--- src/rtl/iq_pkg.sv ---
package iq_pkg;
    parameter int REG_W  = 5;
    parameter int UNIT_W = 2;
    localparam int NREG  = 1 << REG_W;

    typedef struct packed {
        logic [UNIT_W-1:0] unit;
        logic              dst_en;
        logic [REG_W-1:0]  dst;
        logic [REG_W-1:0]  src_a;
        logic [REG_W-1:0]  src_b;
        logic              serial;
    } iq_instr_t;

    localparam int INSTR_W = $bits(iq_instr_t);

    typedef enum logic {
        ST_FLOW = 1'b0,
        ST_HOLD = 1'b1
    } ser_state_t;
endpackage

--- src/rtl/iq_store.sv ---
module iq_store import iq_pkg::*; #(
    parameter int DEPTH = 6,
    localparam int CNT_W = $clog2(DEPTH + 1),
    localparam int PTR_W = $clog2(DEPTH)
) (
    input  logic             clk,
    input  logic             rst_n,
    input  logic [1:0]       enq_valid,
    input  iq_instr_t        enq_a,
    input  iq_instr_t        enq_b,
    input  logic             pred_pending,
    input  logic             resolve_ok,
    input  logic             flush,
    input  logic [1:0]       grant,
    output iq_instr_t        head_a,
    output iq_instr_t        head_b,
    output logic [1:0]       head_spec,
    output logic [1:0]       have,
    output logic [CNT_W-1:0] free
);
    iq_instr_t         mem [DEPTH];
    logic [DEPTH-1:0]  spec, spec_nxt;
    logic [PTR_W-1:0]  head, head1, tail_a, tail_b;
    logic [CNT_W-1:0]  count, pop_n, push_n, nspec;
    logic              wr_a, wr_b;

    function automatic logic [PTR_W-1:0] wrap(input logic [PTR_W-1:0] base, input int unsigned off);
        int unsigned s;
        s = int'(base) + off;
        if (s >= DEPTH) s = s - DEPTH;
        return PTR_W'(s);
    endfunction

    assign head1   = wrap(head, 1);
    assign tail_a  = wrap(head, int'(count));
    assign tail_b  = wrap(tail_a, 1);
    assign free    = CNT_W'(DEPTH) - count;
    assign have    = {count >= CNT_W'(2), count >= CNT_W'(1)};
    assign head_a  = mem[head];
    assign head_b  = mem[head1];
    assign head_spec = {spec[head1], spec[head]};

    assign wr_a   = !flush && enq_valid[0] && (free >= CNT_W'(1));
    assign wr_b   = !flush && enq_valid[0] && enq_valid[1] && (free >= CNT_W'(2));
    assign pop_n  = CNT_W'(grant[0]) + CNT_W'(grant[1]);
    assign push_n = CNT_W'(wr_a) + CNT_W'(wr_b);
    assign nspec  = CNT_W'($countones(spec));

    always_comb begin
        spec_nxt = resolve_ok ? '0 : spec;
        if (grant[0]) spec_nxt[head]  = 1'b0;
        if (grant[1]) spec_nxt[head1] = 1'b0;
        if (wr_a) spec_nxt[tail_a] = pred_pending;
        if (wr_b) spec_nxt[tail_b] = pred_pending;
    end

    always_ff @(posedge clk or negedge rst_n) begin
        if (!rst_n) begin
            head  <= '0;
            count <= '0;
            spec  <= '0;
        end else if (flush) begin
            count <= count - nspec;
            spec  <= '0;
        end else begin
            head  <= wrap(head, int'(pop_n));
            count <= count - pop_n + push_n;
            spec  <= spec_nxt;
        end
    end

    always_ff @(posedge clk) begin
        if (wr_a) mem[tail_a] <= enq_a;
        if (wr_b) mem[tail_b] <= enq_b;
    end
endmodule

--- src/rtl/iq_hazard.sv ---
module iq_hazard import iq_pkg::*; (
    input  logic             clk,
    input  logic             rst_n,
    input  iq_instr_t        head_a,
    input  iq_instr_t        head_b,
    input  logic [1:0]       have,
    input  logic             allow,
    input  logic             wb_valid,
    input  logic [REG_W-1:0] wb_reg,
    output logic [1:0]       grant
);
    logic [NREG-1:0] busy, busy_nxt;
    logic            pair_dep;

    function automatic logic blocked(input iq_instr_t x, input logic [NREG-1:0] b);
        return b[x.src_a] | b[x.src_b] | (x.dst_en & b[x.dst]);
    endfunction

    assign pair_dep = head_a.dst_en &&
                      ((head_b.src_a == head_a.dst) || (head_b.src_b == head_a.dst) ||
                       (head_b.dst_en && (head_b.dst == head_a.dst)));

    assign grant[0] = allow && have[0] && !blocked(head_a, busy);
    assign grant[1] = grant[0] && have[1] && !head_a.serial && !head_b.serial &&
                      !blocked(head_b, busy) && !pair_dep;

    always_comb begin
        busy_nxt = busy;
        if (wb_valid) busy_nxt[wb_reg] = 1'b0;
        if (grant[0] && head_a.dst_en) busy_nxt[head_a.dst] = 1'b1;
        if (grant[1] && head_b.dst_en) busy_nxt[head_b.dst] = 1'b1;
    end

    always_ff @(posedge clk or negedge rst_n) begin
        if (!rst_n) busy <= '0;
        else        busy <= busy_nxt;
    end
endmodule

--- src/rtl/iq_ser_fsm.sv ---
module iq_ser_fsm import iq_pkg::*; (
    input  logic clk,
    input  logic rst_n,
    input  logic ser_go,
    input  logic ser_done,
    input  logic flush,
    output logic allow
);
    ser_state_t state, state_nxt;

    always_ff @(posedge clk or negedge rst_n) begin
        if (!rst_n) state <= ST_FLOW;
        else        state <= state_nxt;
    end

    always_comb begin
        state_nxt = state;
        unique case (state)
            ST_FLOW: if (ser_go)   state_nxt = ST_HOLD;
            ST_HOLD: if (ser_done) state_nxt = ST_FLOW;
        endcase
    end

    always_comb begin
        allow = 1'b0;
        unique case (state)
            ST_FLOW: allow = !flush;
            ST_HOLD: allow = 1'b0;
        endcase
    end
endmodule

--- src/rtl/dual_issue_iq.sv ---
module dual_issue_iq import iq_pkg::*; #(
    parameter int DEPTH = 6,
    localparam int CNT_W = $clog2(DEPTH + 1)
) (
    input  logic               clk,
    input  logic               rst_n,
    input  logic [1:0]         enq_valid,
    input  logic [INSTR_W-1:0] enq_instr0,
    input  logic [INSTR_W-1:0] enq_instr1,
    output logic [CNT_W-1:0]   free_cnt,
    input  logic               pred_pending,
    input  logic               resolve_ok,
    input  logic               mispredict,
    input  logic               wb_valid,
    input  logic [REG_W-1:0]   wb_reg,
    input  logic               ser_done,
    output logic [1:0]         disp_valid,
    output logic [INSTR_W-1:0] disp_instr0,
    output logic [INSTR_W-1:0] disp_instr1,
    output logic [1:0]         disp_spec
);
    iq_instr_t  head_a, head_b;
    logic [1:0] head_spec, have, grant;
    logic       allow;

    iq_store #(.DEPTH(DEPTH)) store_i (
        .clk(clk), .rst_n(rst_n), .enq_valid(enq_valid),
        .enq_a(iq_instr_t'(enq_instr0)), .enq_b(iq_instr_t'(enq_instr1)),
        .pred_pending(pred_pending), .resolve_ok(resolve_ok), .flush(mispredict),
        .grant(grant), .head_a(head_a), .head_b(head_b), .head_spec(head_spec),
        .have(have), .free(free_cnt)
    );

    iq_hazard hazard_i (
        .clk(clk), .rst_n(rst_n), .head_a(head_a), .head_b(head_b), .have(have),
        .allow(allow), .wb_valid(wb_valid), .wb_reg(wb_reg), .grant(grant)
    );

    iq_ser_fsm fsm_i (
        .clk(clk), .rst_n(rst_n), .ser_go(grant[0] && head_a.serial),
        .ser_done(ser_done), .flush(mispredict), .allow(allow)
    );

    assign disp_valid  = grant;
    assign disp_instr0 = head_a;
    assign disp_instr1 = head_b;
    assign disp_spec   = head_spec & grant;
endmodule

--- config.mk ---
export PLATFORM = sky130hd
export DESIGN_NAME = dual_issue_iq
export DESIGN_NICKNAME = d
export VERILOG_FILES = /design/src/rtl/iq_pkg.sv /design/src/rtl/iq_store.sv /design/src/rtl/iq_hazard.sv /design/src/rtl/iq_ser_fsm.sv /design/src/rtl/dual_issue_iq.sv
export SDC_FILE = /design/constraint.sdc
export NUM_CORES = 1
export LEC_CHECK = 0
export ABC_CLOCK_PERIOD_IN_PS = 8800
export BUFFER_PORTS_ARGS = -buffer_cell sky130_fd_sc_hd__buf_4
export CORE_MARGIN = 10
export CORE_UTILIZATION = 35
export CTS_BUF_LIST = sky130_fd_sc_hd__clkbuf_4 sky130_fd_sc_hd__clkbuf_8 sky130_fd_sc_hd__clkbuf_16
export CTS_CLUSTER_SIZE = 28
export DETAILED_ROUTE_END_ITERATION = 12
export SETUP_SLACK_MARGIN = 0.2
export SLEW_MARGIN = 20
export SYNTH_ARGS = -nofsm -noshare
export SYNTH_HDL_FRONTEND = slang
export SYNTH_HIERARCHICAL = 1
export SYNTH_SLANG_ARGS = --single-unit
--- constraint.sdc ---
create_clock -name clk -period 8.8 [get_ports clk]
set_clock_uncertainty 0.1 [all_clocks]
set_input_delay 1.32 -clock clk [delete_from_list [all_inputs] [get_ports clk]]
set_output_delay 1.32 -clock clk [all_outputs]
set_load 0.1 [all_outputs]
==> flow_results.org <==
** Synth
- Counting every net in the synthesized netlist gives 1212.
- After synthesis, the largest area contributor takes up 27.0% of total cell area.
- Each instance of the synthesized netlist takes up on average 11.2 sq um.
- Unique cell type count in the Yosys netlist :: 77
- After synthesis, the most frequently instantiated cells are 146 x sky130_fd_sc_hd__mux2_2, 128 x sky130_fd_sc_hd__mux2i_1, 114 x sky130_fd_sc_hd__edfxtp_1.
- Flip-flop cell with the highest count after synthesis :: sky130_fd_sc_hd__edfxtp_1
- In the synthesized netlist, the number of instances is 1133.
- Summing the sequential cell areas from Yosys gives 35.9% of the chip area.
- The Yosys step of the flow raised 6 warnings.
- In this run, synthesis inferred 114 flip-flops with an integrated enable.
- For this run, asynchronously set or reset flops after synthesis account for 28.3%.
- The synthesized design spends more area on one cell type than any other, namely sky130_fd_sc_hd__edfxtp_1.
- In this run, synthesis produced a sequential element count of 159.
- The mapped netlist covers 12700 sq um.
- By area the synthesized netlist is led by sky130_fd_sc_hd__edfxtp_1 27%, sky130_fd_sc_hd__mux2_2 13%, sky130_fd_sc_hd__mux2i_1 10%, sky130_fd_sc_hd__dfrtp_1 8.9%, sky130_fd_sc_hd__mux4_2 6.4%.
- Most repeated cell in the gate-level netlist after synthesis :: sky130_fd_sc_hd__mux2_2

** Worst hold path
- Along the worst hold path, the cell count comes to 1.
- The tightest min-delay check is of the reg2reg type.
- Worst hold start :: fsm_i/state
- Worst min-delay path endpoint :: fsm_i/state

** Placement
- During placement, the flow inserted port buffers numbering 96.
- The HPWL after detailed placement is 28600 um.
- Routability-driven placement finished with a final weighted congestion of 0.946.
- Before CTS, the worst setup slack after placement is 1.90 ns.

** Critical path
- At the worst endpoint, the required time is 7.38 ns.
- Data arrives at the worst endpoint at 5.84 ns.
- Across all register-to-register paths, the minimum setup slack is 1.84 ns.
- The worst setup path is captured at a primary output.
- The worst setup path is of the reg2out kind.
- Cells along the critical path :: inv_1 -> ha_1 -> mux2_2 -> o21ai_1 -> mux4_2 -> o21ai_0 -> nor4_1 -> a31oi_1 -> o211ai_2 -> buf_4 -> and3b_1 -> and2_1 -> buf_4
- Reg2Reg Launch Point :: store_i/head[1]
- Critical register-to-register path endpoint :: store_i/count[2]
- Startpoint Class :: flip-flop
- Slowest stage cell on the critical path :: sky130_fd_sc_hd__o21ai_1
- The cell that appears most often on the critical path is sky130_fd_sc_hd__buf_4.
- For this run, the slowest stage of the critical path takes 0.88 ns.
- Depth of the worst register-to-register path :: 20
- Number of buffers and inverters on the critical path :: 3
- Critical Path Fanout Max :: 33
- Critical path's top delay family :: compound AO/OA/AOI/OAI gates

** Flow run
- Max-cap violations :: 0

** Global routing
- For this run, global-route usage on met3 was measured as 3.19%.
- Total Routing Usage GR :: 18.5%
- Entering global routing, the biggest net connects 46 pins.
- Busiest metal layer after global routing :: met2
- For this run the aggregate overflow at the end of global routing stands at 0.
- Routing usage on met2 :: 30.1%
- GR Layer Usage met1 :: 24.5%
- The first global-routing pass estimated 63100 um of wire.
- Number of global-route vias before repair :: 9983
- The initial antenna violation count came to 0.

** Clock network
- CTS placed an instance of sky130_fd_sc_hd__clkbuf_16 at the clock tree root.
- Post-CTS sizing :: 0
- Clock-pin slew on the worst setup and hold paths :: 0.08 ns
- Total number of clock tree sinks :: 159
- Number of setup buffers added after CTS :: 0
- The clock passes through at most 2 buffers.
- TritonCTS built the clock tree.
- The clock tree synthesis step divided the H-tree into 4 levels.
- The later pin in the worst-skew pair is clocked with a latency of 0.44 ns.
- In this run, CTS created clock tree buffers numbering 17.
- Number of hold buffers added after cts :: 0

** Layout
- Compared with the post-synthesis result, the final layout area differs by 13.7%.
- Number of nets at the end of the flow :: 1267
- Final core area utilization :: 40.4%
- The repair_antennas step left the layout with diodes totalling 0.
- Proportion of layout cells with a drive suffix above 1 :: 30.9%

** Drt
- Wire length after detailed routing :: 42000 um
- Detail-routed net length per standard cell :: 25.3 um
- The first routing iteration left 1317 violations.
- Vias per cell :: 6.12
- The detailed router placed 10200 vias in this run.
- DRC errors left :: 0
- In this run the remaining antenna-violating nets after routing total 0.
- The first TritonRoute pass finished after 6 iterations.

** Timing
- Setup slack closes at 1.54 ns.
- Setup violations remaining at the end of the flow were counted as 0.
- Derived from the worst setup path, the maximum achievable clock frequency is 138 MHz.
- Adding up every negative setup slack in the final design gives 0 ns.
- Unrepaired setup endpoints after global routing :: false
- The count of final max-slew check failures is 0.
- In the finished design, the share of the clock period the worst path needs comes to 82.5%.
- The final count of hold timing violations came to 0.
- Post-layout min period :: 7.26 ns
- The worst pin sits at a relative slew slack of 26.1%.
- At the pin with the least slew margin, the transition time is 1.11 ns.

** Die
- Chip width :: 210 um
- In this run the core area contains 69 standard-cell rows.
- Total Die Area :: 44200 sq um
- The initial utilization of the core area, before any placement, comes to 35.5%.
- Y dimension of the die :: 210 um
- I/O pins :: 97
- In this run the standard cell core region covers 35700 sq um.

** Run status
- Result of the run :: finished, final reports clean
-- routing by layer --
layer  vias to the layer above  share of wire (%)
met1                      5060                 43
met2                       482                 47
li1                       4520                  -
met3                       104                6.8
met5                         -                  0
met4                         0                3.0
-- cell usage in the layout, fill, tap and decap left out, types with 18 or more instances in the layout --
cell type / Yosys / final
sky130_fd_sc_hd__nand2b_1: 23 / 23
sky130_fd_sc_hd__o21a_1: 19 / 19
sky130_fd_sc_hd__a31oi_1: 26 / 26
sky130_fd_sc_hd__nand3_1: 27 / 26
sky130_fd_sc_hd__inv_1: 40 / 39
sky130_fd_sc_hd__nand2_1: 47 / 47
sky130_fd_sc_hd__ha_1: 18 / 18
sky130_fd_sc_hd__nor2_1: 38 / 38
sky130_fd_sc_hd__mux4_2: 36 / 36
sky130_fd_sc_hd__edfxtp_1: 114 / 114
sky130_fd_sc_hd__o21ai_0: 32 / 18
sky130_fd_sc_hd__o41ai_1: 24 / 24
sky130_fd_sc_hd__dfrtp_1: 45 / 43
sky130_fd_sc_hd__mux2i_1: 128 / 128
sky130_fd_sc_hd__o22a_1: 19 / 19
sky130_fd_sc_hd__mux2_2: 146 / 146
sky130_fd_sc_hd__nor3_1: 21 / 20
sky130_fd_sc_hd__buf_4: 4 / 119
-- logic make-up (layout without fill, tap and decap cells) --
kind of cell,count (synthesis),after routing,synth area share [%]
AO/OA/AOI/OAI,234,234,13.8
XOR/XNOR,27,27,1.93
adder cells (fa/ha/maj),27,27,3.20
buffers and inverters,124,192,4.33
flip-flops,159,159,35.9
multiplexers,320,320,30.7
AND/OR/NAND/NOR,242,242,10.2
-- worst register-to-register path: stages, from the launching register on --
cell and delay [ns]:
sky130_fd_sc_hd__dfrtp_2 0.83, sky130_fd_sc_hd__inv_1 0.18, sky130_fd_sc_hd__ha_1 0.46, sky130_fd_sc_hd__mux2_2 0.60, sky130_fd_sc_hd__o21ai_1 0.89, sky130_fd_sc_hd__mux4_2 0.60, sky130_fd_sc_hd__o21ai_0 0.15, sky130_fd_sc_hd__nor4_1 0.09
sky130_fd_sc_hd__a31oi_1 0.23, sky130_fd_sc_hd__o211ai_2 0.13, sky130_fd_sc_hd__buf_4 0.26, sky130_fd_sc_hd__and3b_1 0.46, sky130_fd_sc_hd__ha_1 0.32, sky130_fd_sc_hd__ha_1 0.28, sky130_fd_sc_hd__inv_1 0.05, sky130_fd_sc_hd__fa_1 0.38
sky130_fd_sc_hd__fa_1 0.39, sky130_fd_sc_hd__xnor2_1 0.18, sky130_fd_sc_hd__xnor2_1 0.14, sky130_fd_sc_hd__nor2_1 0.05, sky130_fd_sc_hd__a21oi_1 0.11
-- layout make-up --
class | count | area, sq um
Inverter | 41 | 154
Fill cell | 3404 | 21200
Clock inverter | 15 | 189
Timing Repair Buffer | 119 | 893
Clock buffer | 17 | 425
Tap cell | 461 | 577
Sequential cell | 159 | 4550
Multi-Input combinational cell | 850 | 7610
-- how the worst max path moves through the flow --
stage                    start               end  slack, ns  cells after the start
2_1_floorplan  store_i/head[1]      disp_spec[1]        0.1                     17
3_3_place_gp   store_i/head[1]  store_i/count[2]       1.97                     20
3_5_place_dp   store_i/head[1]  store_i/count[2]       1.90                     20
4_1_cts        store_i/head[1]      disp_spec[1]       1.57                     13
5_1_grt        store_i/head[1]      disp_spec[1]       1.20                     13
6_report       store_i/head[1]      disp_spec[1]       1.54                     13
-- flip-flops by register name, indices dropped and copies added, names as in the netlist --
register       cells
store_i/head       3
fsm_i/state        1
store_i/count      3
store_i/spec       6
hazard_i/busy     32
store_i/mem      114
-- metrics by stage --
stage / cells / hold slack (ns) / instance area [sq um]
floorplan: 1133 / 0.351 / 12700
global placement: 1630 / 0.359 / 13800
detailed placement: 1630 / 0.367 / 13800
CTS: 1662 / 0.378 / 14400
global route: 1662 / 0.393 / 14400
finish: 1662 / 0.375 / 14400
Power is not shown: default switching activity piles up to over one toggle a cycle in this logic, so the estimate is an artifact.
